File: config.mk
export PLATFORM = sky130hd
export DESIGN_NAME = ep_prime_regs
export DESIGN_NICKNAME = d
export VERILOG_FILES = /design/src/rtl/ep_regs_pkg.sv /design/src/rtl/ep_addr_decode.sv /design/src/rtl/ep_prime_bank.sv /design/src/rtl/ep_setup_bank.sv /design/src/rtl/ep_prime_regs.sv
export SDC_FILE = /design/constraint.sdc
export NUM_CORES = 1
export LEC_CHECK = 0
export CORE_MARGIN = 8
export CORE_UTILIZATION = 30
export CTS_CLUSTER_DIAMETER = 80
export DETAILED_ROUTE_END_ITERATION = 7
export DONT_BUFFER_PORTS = 1
export PLACE_DENSITY = 0.42
export SETUP_SLACK_MARGIN = 0.05
export SYNTH_ARGS = -nofsm -noshare
export SYNTH_HDL_FRONTEND = slang
export SYNTH_SLANG_ARGS = --single-unit
File: constraint.sdc
create_clock -name clk -period 1.4 [get_ports clk]
set_input_delay 0.07 -clock clk [delete_from_list [all_inputs] [get_ports clk]]
set_output_delay 0.07 -clock clk [all_outputs]
set_load 0.02 [all_outputs]
File: src/rtl/ep_regs_pkg.sv
package ep_regs_pkg;

    // Which register a bus offset selects
    typedef enum logic [1:0] {
        SEL_NONE  = 2'd0,
        SEL_PRIME = 2'd1,
        SEL_SETUP = 2'd2
    } reg_sel_e;

    // Bit position of endpoint 0's transmit prime bit in the prime register
    localparam int TX_LSB = 16;
    // Bit position of endpoint 0's receive prime bit and setup flag
    localparam int RX_LSB = 0;

endpackage

File: src/rtl/ep_addr_decode.sv
module ep_addr_decode
    import ep_regs_pkg::*;
#(
    parameter int          ADDR_W    = 12,
    parameter logic [11:0] PRIME_OFS = 12'h1B0,
    parameter logic [11:0] SETUP_OFS = 12'h1AC
) (
    input  logic [ADDR_W-1:0] addr,
    output reg_sel_e          sel
);

    localparam logic [ADDR_W-1:0] PRIME_A = ADDR_W'(PRIME_OFS);
    localparam logic [ADDR_W-1:0] SETUP_A = ADDR_W'(SETUP_OFS);

    always_comb begin
        if (addr == PRIME_A) begin
            sel = SEL_PRIME;
        end else if (addr == SETUP_A) begin
            sel = SEL_SETUP;
        end else begin
            sel = SEL_NONE;
        end
    end

endmodule

File: src/rtl/ep_prime_bank.sv
// One direction's prime bits: set by software or re-prime, cleared by the engine.
// A set in the same cycle as a clear wins.
module ep_prime_bank #(
    parameter int NUM_EP = 6
) (
    input  logic              clk,
    input  logic              rst,
    input  logic [NUM_EP-1:0] sw_set,
    input  logic [NUM_EP-1:0] hw_set,
    input  logic [NUM_EP-1:0] hw_clr,
    output logic [NUM_EP-1:0] bits
);

    typedef struct packed {
        logic [NUM_EP-1:0] prime;
    } bank_t;

    bank_t st_d, st_q;

    always_comb begin
        st_d       = st_q;
        st_d.prime = (st_q.prime & ~hw_clr) | sw_set | hw_set;
    end

    always_ff @(posedge clk) begin
        if (rst) begin
            st_q <= '0;
        end else begin
            st_q <= st_d;
        end
    end

    assign bits = st_q.prime;

endmodule

File: src/rtl/ep_setup_bank.sv
// Setup flags: set by packet arrival, cleared by software write-one.
// Arrival in the same cycle as a clear wins.
module ep_setup_bank #(
    parameter int NUM_EP = 6
) (
    input  logic              clk,
    input  logic              rst,
    input  logic [NUM_EP-1:0] hw_set,
    input  logic [NUM_EP-1:0] sw_clr,
    output logic [NUM_EP-1:0] flags
);

    typedef struct packed {
        logic [NUM_EP-1:0] seen;
    } flag_t;

    flag_t st_d, st_q;

    always_comb begin
        st_d      = st_q;
        st_d.seen = (st_q.seen & ~sw_clr) | hw_set;
    end

    always_ff @(posedge clk) begin
        if (rst) begin
            st_q <= '0;
        end else begin
            st_q <= st_d;
        end
    end

    assign flags = st_q.seen;

endmodule

File: src/rtl/ep_prime_regs.sv
module ep_prime_regs
    import ep_regs_pkg::*;
#(
    parameter int          NUM_EP    = 6,
    parameter int          ADDR_W    = 12,
    parameter int          DATA_W    = 32,
    parameter logic [11:0] PRIME_OFS = 12'h1B0,
    parameter logic [11:0] SETUP_OFS = 12'h1AC
) (
    input  logic              clk,
    input  logic              rst,
    input  logic              dev_mode,
    input  logic              bus_wr,
    input  logic [ADDR_W-1:0] bus_addr,
    input  logic [DATA_W-1:0] bus_wdata,
    output logic [DATA_W-1:0] bus_rdata,
    input  logic [NUM_EP-1:0] tx_prime_done,
    input  logic [NUM_EP-1:0] rx_prime_done,
    input  logic [NUM_EP-1:0] tx_reprime,
    input  logic [NUM_EP-1:0] rx_reprime,
    input  logic [NUM_EP-1:0] setup_rcvd,
    output logic [NUM_EP-1:0] tx_prime_req,
    output logic [NUM_EP-1:0] rx_prime_req,
    output logic [NUM_EP-1:0] setup_pend
);

    // Direction index: 0 = receive, 1 = transmit
    localparam int NDIR = 2;
    localparam logic [NUM_EP-1:0] NONE = '0;

    reg_sel_e sel;

    logic wr_prime, wr_setup;
    logic [NDIR-1:0][NUM_EP-1:0] dir_sw_set;
    logic [NDIR-1:0][NUM_EP-1:0] dir_hw_set;
    logic [NDIR-1:0][NUM_EP-1:0] dir_hw_clr;
    logic [NDIR-1:0][NUM_EP-1:0] dir_bits;
    logic [NUM_EP-1:0] su_set, su_clr, su_flags;
    logic unused_wdata;

    ep_addr_decode #(
        .ADDR_W   (ADDR_W),
        .PRIME_OFS(PRIME_OFS),
        .SETUP_OFS(SETUP_OFS)
    ) u_dec (
        .addr(bus_addr),
        .sel (sel)
    );

    assign wr_prime = dev_mode && bus_wr && (sel == SEL_PRIME);
    assign wr_setup = dev_mode && bus_wr && (sel == SEL_SETUP);

    assign dir_hw_set[0] = dev_mode ? rx_reprime : NONE;
    assign dir_hw_set[1] = dev_mode ? tx_reprime : NONE;
    assign dir_hw_clr[0] = rx_prime_done;
    assign dir_hw_clr[1] = tx_prime_done;

    for (genvar d = 0; d < NDIR; d++) begin : g_dir
        localparam int LSB = (d == 0) ? RX_LSB : TX_LSB;

        assign dir_sw_set[d] = wr_prime ? bus_wdata[LSB +: NUM_EP] : NONE;

        ep_prime_bank #(
            .NUM_EP(NUM_EP)
        ) u_bank (
            .clk   (clk),
            .rst   (rst),
            .sw_set(dir_sw_set[d]),
            .hw_set(dir_hw_set[d]),
            .hw_clr(dir_hw_clr[d]),
            .bits  (dir_bits[d])
        );
    end

    assign su_set = dev_mode ? setup_rcvd : NONE;
    assign su_clr = wr_setup ? bus_wdata[RX_LSB +: NUM_EP] : NONE;

    ep_setup_bank #(
        .NUM_EP(NUM_EP)
    ) u_setup (
        .clk   (clk),
        .rst   (rst),
        .hw_set(su_set),
        .sw_clr(su_clr),
        .flags (su_flags)
    );

    // Readback and engine-facing vectors; all zero outside device mode
    always_comb begin
        bus_rdata = '0;
        if (dev_mode) begin
            case (sel)
                SEL_PRIME: begin
                    bus_rdata[TX_LSB +: NUM_EP] = dir_bits[1];
                    bus_rdata[RX_LSB +: NUM_EP] = dir_bits[0];
                end
                SEL_SETUP: begin
                    bus_rdata[RX_LSB +: NUM_EP] = su_flags;
                end
                default: bus_rdata = '0;
            endcase
        end
    end

    assign tx_prime_req = dev_mode ? dir_bits[1] : NONE;
    assign rx_prime_req = dev_mode ? dir_bits[0] : NONE;
    assign setup_pend   = dev_mode ? su_flags    : NONE;

    assign unused_wdata = ^bus_wdata;

endmodule

==> impl_metrics.yaml, run 1 <==
sta:
  fin_setup_tns_ps: 0
  layout_setup_ws_ps: 219
  hold_ws_ps: 12.3
  hold_viol_final: 0
  rsz0062_at_grt: "false"
  post-route-min-period_ps: 1180
  slew_viol_final: 0
  skew_ps: 0
  setup_viol: 0
  relSlewSlack_pct: 53.7
  finalCritPeriodShare_pct: 84.4
  timing.fmax_ghz: 0.847
  tightest_slew_ps: 693
clocking:
  post-cts-setup-buffers: 0
  worstSkewPairLatency_ps: 250
  cts_max_level: 1
  cts-root-buf: "clkbuf_8"
  path_clk_slew_ps: 70
  cts_buffers: 3
  clock_path_buffers: 2
  cts_tree: "yes"
  clock_sinks: 18
die:
  row_count: 23
  die_h_microns: 81
  fp.dieW_microns: 81
  coreArea_sq_um: 4030
  dieArea_sq_um: 6560
  initial_core_util_pct: 31.5
  ios: 128
pwr:
  p_per_area_nw_per_um2: 767
  peakVddDrop_uv: 437
  p_leak_uw: 0.000638
worst_hold_path:
  hold_path.startpoint: "rx_reprime[3]"
  hold_path_end: "g_dir[0].u_bank.bits[3]"
  worst_hold_path_type: "input pin to flip-flop"
  min_path_cells: 2
synthesis:
  ys.flop_type: "dfxtp_1"
  synth_top_cell_area_share_pct: 28.4
  yosys_warnings: 0
  synth_area_sq_um: 1270
  netlist_instances: 156
  synth.distinct_cells: 23
  synth.ff_latch_count: 18
  synth_area_leaders: "dfxtp_1 28%, buf_4 12%, and2_1 12%"
  avgSynthCellArea_sq_um: 8.12
  synthTopCellsByCount: "24 x and2_1, 21 x buf_4, 18 x a22oi_1, 18 x dfxtp_1"
  yosysMostFrequentCell: "and2_1"
  ys_seq_area_share_pct: 28.4
  synthArstFlopShare_pct: 0
  yosys.area.top_type: "dfxtp_1"
  synth_edf_count: 0
final_layout:
  ff_latch_area_sq_um: 360
  diodes: 0
  multi_input_area_sq_um: 734
  fillers: 413
  drive_gt1_share_pct: 9.55
  area.growth.synth_to_final_pct: 19.8
  finalNetCount: 258
  final_area_sq_um: 1520
  final_cells: 228
placement:
  preCtsSetupSlack_ps: 88.2
  place_congestion: 0.753
  dpl_cell_area_sq_um: 1270
  post-place-cells: 205
  hpwlAfterDp_microns: 3210
  portBuffers: 0
critical_path:
  cp_slowest_cell: "or4_4"
  arrival_ps: 1110
  critPathMaxFanout: 6
  rr_worst_depth: 3
  setup.worst_path.end_class: "output pin"
  worst-setup-path-type: "input pin to output pin"
  r2r_end: "u_setup.flags[5]"
  r2r_start: "u_setup.flags[5]"
  reg2reg_slack_ps: 570
  critical-path-max-stage-delay_ps: 560
  critPathLaunchType: "input pin"
  crit_path_cell_trace: "nand4bb_1, or4_4, nor2_1, buf_4"
  crit_required_ps: 1330
global_routing:
  grt_max_degree: 39
  grt_use_total_pct: 12.4
  grt_pass1_wl_microns: 6420
  first_global_vias: 1263
  antenna_found_initial: 0
  grt.overflow.total: 0
drt:
  routed_wirelength_microns: 4290
  ant_nets: 0
  dr_total_vias: 1166
  wl_per_cell_microns: 18.8
  drt_iter0_drc: 43
  drcViolationCount: 0
  drtPass1Iterations: 4
  viasPerCell: 5.11
run_status:
  status: "complete, no violations"
run:
  cap_violations: 0
==> power breakdown <==
group | leakage [uW] | total [uW] | internal [uW] | switching, uW
registers | 0.000149 | 565 | 543 | 21.8
logic | 0.000468 | 237 | 96.8 | 140
clock network | 0.0000216 | 364 | 191 | 173
==> state kept, by name, indices dropped and copies added (netlist names) <==
name	flops
g_dir.u_bank.bits	12
u_setup.flags	6
==> logic make-up (layout without fill, tap and decap cells) <==
group,after synthesis,after routing,synth area share [%]
other,1,20,0.296
DFF,18,18,28.4
and+or+nand+nor,53,53,27.4
buffers and inverters,42,45,19.5
AOI/OAI and AO/OA,42,42,24.3
==> layout make-up <==
cell class,instances,share of cell area [%]
inverters,12,2.97
multi-input cells,115,48.4
clock buffers,3,2.72
well taps,50,4.12
flip-flops and latches,18,23.7
repair buffers,30,18.1
==> layout by cell type (no fill, tap or decap), types with 3 or more instances in the layout <==
cell type      instances
and2_1                24
conb_1                20
dlygate4sd3_1         20
a22oi_1               18
dfxtp_1               18
inv_1                 12
o2bb2ai_1             12
buf_4                 10
nor2_1                 7
nand2_1                6
a21oi_1                6
or2_1                  6
a31oi_1                6
clkbuf_8               3
==> how the worst max path moves through the flow <==
stage                     start           end  slack [ps]  depth (start not counted)
floorplan           bus_addr[9]  bus_rdata[0]         150                          4
global placement    bus_addr[9]  bus_rdata[1]         110                          4
detailed placement  bus_addr[9]  bus_rdata[3]          90                          4
CTS                 bus_addr[9]  bus_rdata[3]          90                          4
global route        bus_addr[9]  bus_rdata[3]         130                          4
finish              bus_addr[9]  bus_rdata[3]         220                          4
==> metal layers <==
layer | part of all wire (%) | global-route usage [%] | vias to the layer above | wire (microns)
met5 | 0 | 0 | - | 0
met4 | 0.28 | 1.07 | 0 | 12
met3 | 11 | 4.86 | 2 | 464
met2 | 52 | 23.7 | 62 | 2210
met1 | 37 | 12.9 | 551 | 1600
li1 | - | - | 551 | -
==> stage by stage <==
stage,total power [uW],utilization (%)
detailed placement,750,31.6
global route,1230,37.7
finish,1160,37.7
global placement,744,31.6
CTS,1180,37.6
floorplan,789,-
==> critical path, delay by kind of cell <==
kind	cells	cell delay, ps
buffers and inverters	1	150
and+or+nand+nor	3	880
==> repair_timing <==
item / in CTS / in global routing
resized for setup: 0 / 1
hold buffers: 20 / 0
hold endpoints to repair: 18 / 0
setup endpoints to repair: 0 / 6
Note: power is estimated with default switching activity, not from simulation.
==> run 2: changes to the inputs <==
- PLACE_DENSITY: 0.42 -> 0.43
- clock period: 1.4 -> 1.05 ns (I/O delays scaled with it)
==> run 2 against run 1 <==
Highest routed layer unchanged. The flow now finishes with violations (setup timing). Hold slack got worse by 10 ps. Clock skew did not move. Non-clock buffer count up 3.
==> impl_metrics.yaml, run 2 (same netlist as run 1, synthesis figures left out) <==
run_status:
  status: "finished, violations left"
  violations: "setup timing"
placement:
  hpwlAfterDp_microns: 3220
  post-place-cells: 201
  place_congestion: 0.701
  portBuffers: 0
  preCtsSetupSlack_ps: -125
global_routing:
  antenna_found_initial: 0
  grt.overflow.total: 0
  grt_max_degree: 38
  first_global_vias: 1287
  grt_pass1_wl_microns: 6690
  grt_use_total_pct: 13.0
drt:
  viasPerCell: 5.19
  dr_total_vias: 1198
  wl_per_cell_microns: 19.9
  routed_wirelength_microns: 4590
  drcViolationCount: 0
  drtPass1Iterations: 4
  drt_iter0_drc: 48
  ant_nets: 0
critical_path:
  path_depth: 4
  critPathBufInv: 1
  critPathMaxFanout: 6
  crit_path_cell_trace: "nand4bb_1, or4_1, buf_6, nor2_4"
  crit_family: "simple AND/OR/NAND/NOR gates"
  arrival_ps: 1090
  critical-path-max-stage-delay_ps: 500
  critPathLaunchType: "input pin"
  cp_slowest_cell: "or4_1"
  worst-setup-path-type: "input pin to output pin"
  setup.worst_path.end_class: "output pin"
  crit_required_ps: 1000
  rr_worst_depth: 3
final_layout:
  fillers: 416
  largest_register_ff_count: 12
  ff_latch_area_sq_um: 360
  finalNetCount: 261
  diodes: 0
  area.growth.synth_to_final_pct: 34.6
  drive_gt1_share_pct: 17.1
  final_cells: 231
  multi_input_area_sq_um: 843
  layout_commonest_cell: "dlygate4sd3_1"
  layout_common_cells: "24 x dlygate4sd3_1, 20 x conb_1, 18 x a22oi_1, 18 x and2_1, 18 x dfxtp_1"
clocking:
  cts_tree: "yes"
  clock_path_buffers: 2
  cts_buffers: 3
  path_clk_slew_ps: 70
  cts_max_level: 1
  cts-root-buf: "clkbuf_8"
  clock_sinks: 18
  worstSkewPairLatency_ps: 250
sta:
  hold_viol_final: 0
  setup_viol: 6
  tightest_slew_ps: 778
  relSlewSlack_pct: 48.1
  slew_viol_final: 0
  post-route-min-period_ps: 1140
  fin_setup_tns_ps: -483
  timing.fmax_ghz: 0.876
  skew_ps: 0
  finalCritPeriodShare_pct: 109
  rsz0062_at_grt: "true"
  layout_setup_ws_ps: -92.1
pwr:
  p_leak_uw: 0.000679
  p_per_area_nw_per_um2: 929
  peakVddDrop_uv: 423
die:
  dieArea_sq_um: 6560
  row_count: 23
  die_h_microns: 81
  ios: 128
  fp.dieW_microns: 81
  coreArea_sq_um: 4030
  initial_core_util_pct: 31.5
run:
  cap_violations: 0
worst_hold_path:
  min_path_cells: 2
  worst_hold_path_type: "input pin to flip-flop"
==> run 2: cell types whose count changed in the layout (fill, tap and decap cells not counted), moves of 2 or more <==
| cell | change |
|---|---|
| and4bb_4 | +3 |
| nor2_4 | +6 |
| nor2_1 | -6 |
| and2_4 | +6 |
| buf_6 | +3 |
| o2bb2ai_1 | -2 |
| dlygate4sd3_1 | +4 |
| and4bb_1 | -2 |
| buf_4 | -7 |
| and2_1 | -6 |
==> run 2: worst paths after layout <==
kind	from	endpoint	slack (ps)
min reg2reg	g_dir[1].u_bank.bits[3]	g_dir[1].u_bank.bits[3]	590
max reg2reg	u_setup.flags[5]	u_setup.flags[5]	220
min	tx_reprime[0]	g_dir[1].u_bank.bits[0]	2
max	bus_addr[9]	bus_rdata[2]	-90
==> run 2: layout make-up <==
cell class,count,area share (%)
Tap cell,50,3.67
Timing Repair Buffer,33,20.7
Multi-Input combinational cell,115,49.4
Clock buffer,3,2.42
Inverter,12,2.64
Sequential cell,18,21.1
==> run 2: power breakdown <==
group,leakage [uW],internal (uW),switching [uW]
combinational,0.000509,152,200
sequential,0.000149,724,31.3
clock,0.0000216,254,224
==> run 2: per-layer routing <==
layer  up-vias  GRT usage, %  routed length (microns)  part of all wire (%)
met5         -             0                        0                     0
met4         0          3.04                       12                  0.26
met3         2          4.42                      506                    11
met2        66          23.5                     2380                    52
met1       573          14.1                     1690                    37
li1        557             -                        -                     -
==> run 2: per-stage QoR <==
stage	area, sq um	power [uW]	hold slack, ps	util [%]
after global placement	1300	1000	144	32.3
after floorplan	1390	1060	151	-
final	1710	1590	1.95	42.4
after CTS	1660	1600	0.202	41.3
after global routing	1710	1680	11.9	42.4
after detailed placement	1300	1010	146	32.3
==> run 2: repair_timing <==
action	4_1_cts	5_1_grt
pin swaps	9	5
resized for setup	20	6
endpoints found under the hold margin	18	0
setup buffers	2	0
setup endpoints to repair	12	30
cloned	0	1
hold buffers	25	0
==> run 3: changes to the inputs <==
- BUFFER_PORTS_ARGS: not set -> -buffer_cell sky130_fd_sc_hd__buf_2
- DONT_BUFFER_PORTS: 1 -> not set
- PLACE_DENSITY: 0.43 -> 0.7
==> run 3 against run 2 <==
The flow still finishes with violations (setup timing). Utilization increased by 11 points. Total power rose by 9.4%. Non-clock buffer count grew 76. Maximum frequency is 12% lower. Clock power about the same. Combinational power rose by 42%. Count of clock-buffer cells in the layout is the same. Hold slack improved by 6.0 ps. Via count up 22%. Critical endpoint unchanged. Largest cell class unchanged. Largest power group unchanged.
==> impl_metrics.yaml, run 3 (same netlist as run 1, synthesis figures left out) <==
run_status:
  status: "finished, violations left"
  violations: "setup timing"
pwr:
  p_int_uw: 1200
  power_frac_seq_pct: 43.5
  p_per_area_nw_per_um2: 803
  p_clk_share_pct: 27.7
  peakVddDrop_uv: 339
  switchingPower_uw: 530
  totalPowerFinal_uw: 1730
  p_comb_share_pct: 28.8
  swShare_pct: 30.6
  p_leak_uw: 0.00104
final_layout:
  finalNetCount: 337
  layout_common_cells: "74 x buf_2, 20 x conb_1, 18 x a22oi_1, 18 x and2_1, 15 x buf_6"
  ff_latch_area_sq_um: 365
  area.growth.synth_to_final_pct: 70.5
  drive_gt1_share_pct: 52.5
  final_cells: 307
  layout_commonest_cell: "buf_2"
  largest_register_ff_count: 12
  multi_input_area_sq_um: 910
  fillers: 400
  diodes: 0
sta:
  timing.fmax_ghz: 0.772
  finalCritPeriodShare_pct: 123
  layout_setup_ws_ps: -245
  rsz0062_at_grt: "true"
  post-route-min-period_ps: 1300
  slew_viol_final: 0
  setup_viol: 13
  skew_ps: 0
  hold_viol_final: 0
  fin_setup_tns_ps: -2140
global_routing:
  grt_use_total_pct: 13.0
  grt.overflow.total: 0
  antenna_found_initial: 0
  first_global_vias: 1401
  grt_max_degree: 43
  grt_pass1_wl_microns: 6730
drt:
  drtPass1Iterations: 4
  ant_nets: 0
  drcViolationCount: 0
  wl_per_cell_microns: 16.1
  drt_iter0_drc: 34
  routed_wirelength_microns: 4940
  dr_total_vias: 1461
  viasPerCell: 4.76
clocking:
  worstSkewPairLatency_ps: 250
  cts_buffers: 3
  cts_max_level: 1
  clock_sinks: 18
  path_clk_slew_ps: 70
  cts_tree: "yes"
  cts-root-buf: "clkbuf_8"
  clock_path_buffers: 2
critical_path:
  arrival_ps: 1240
  critPathBufInv: 3
  crit_family: "simple AND/OR/NAND/NOR gates"
  critPathLaunchType: "input pin"
  crit_required_ps: 1000
  cp_slowest_cell: "or4_4"
  cp_common_cell: "buf_6"
  crit_path_cell_trace: "buf_6, nand4bb_4, or4_4, buf_12, nor2_4, buf_6"
  worst-setup-path-type: "input pin to output pin"
  critPathMaxFanout: 6
  critical-path-max-stage-delay_ps: 500
  setup.worst_path.end_class: "output pin"
run:
  cap_violations: 0
placement:
  portBuffers: 87
  place_congestion: 0.765
  hpwlAfterDp_microns: 3350
  post-place-cells: 292
  preCtsSetupSlack_ps: -282
die:
  die_h_microns: 81
  ios: 128
  row_count: 23
  fp.dieW_microns: 81
  dieArea_sq_um: 6560
  coreArea_sq_um: 4030
  initial_core_util_pct: 31.5
worst_hold_path:
  worst_hold_path_type: "input pin to flip-flop"
-- run 3: worst paths after layout --
path                                           endpoint                     from  cells past startpoint  slack [ps]
worst min register to register  g_dir[0].u_bank.bits[5]  g_dir[0].u_bank.bits[5]                      2         580
worst max register to register  g_dir[1].u_bank.bits[3]  g_dir[1].u_bank.bits[3]                      2         150
worst max-delay path                       bus_rdata[2]              bus_addr[9]                      6        -250
worst min-delay path            g_dir[1].u_bank.bits[1]            bus_wdata[17]                      2           8
-- run 3: power by group through the flow --
stage	Sequential, uW	Clock [uW]	Combinational, uW
after floorplan	758	0	298
after global placement	766	0	405
after detailed placement	766	0	409
after CTS	751	499	447
after global routing	760	524	544
final	754	480	500
-- run 3: through the flow --
step	hold slack, ps	area, sq um	util [%]
CTS	1.30	2020	50.1
global placement	251	1750	43.5
detailed placement	255	1750	43.5
finish	7.90	2160	53.6
floorplan	151	1390	-
global route	10.8	2160	53.6
-- run 3: cell type report --
cell class                 count  share of cell area, %
tap                           50                   2.90
multi-input combinational    115                   42.1
inverter                      12                   2.08
timing repair buffer         109                   34.1
clock buffer                   3                   1.91
sequential                    18                   16.9
-- run 3: routing by layer --
| layer | global-route usage [%] | wire (microns) | vias to the layer above |
|---|---|---|---|
| li1 | - | - | 709 |
| met3 | 3.42 | 354 | 6 |
| met2 | 23.2 | 2750 | 54 |
| met5 | 0 | 0 | - |
| met1 | 14.3 | 1770 | 692 |
| met4 | 5.18 | 72 | 0 |
-- run 3: repair_timing --
| action | CTS | global route |
|---|---|---|
| setup endpoints to repair | 12 | 34 |
| hold endpoints to repair | 11 | 0 |
| pin swaps | 6 | 3 |
| resized for setup | 34 | 26 |
| setup buffers | 1 | 0 |
| hold buffers | 11 | 0 |
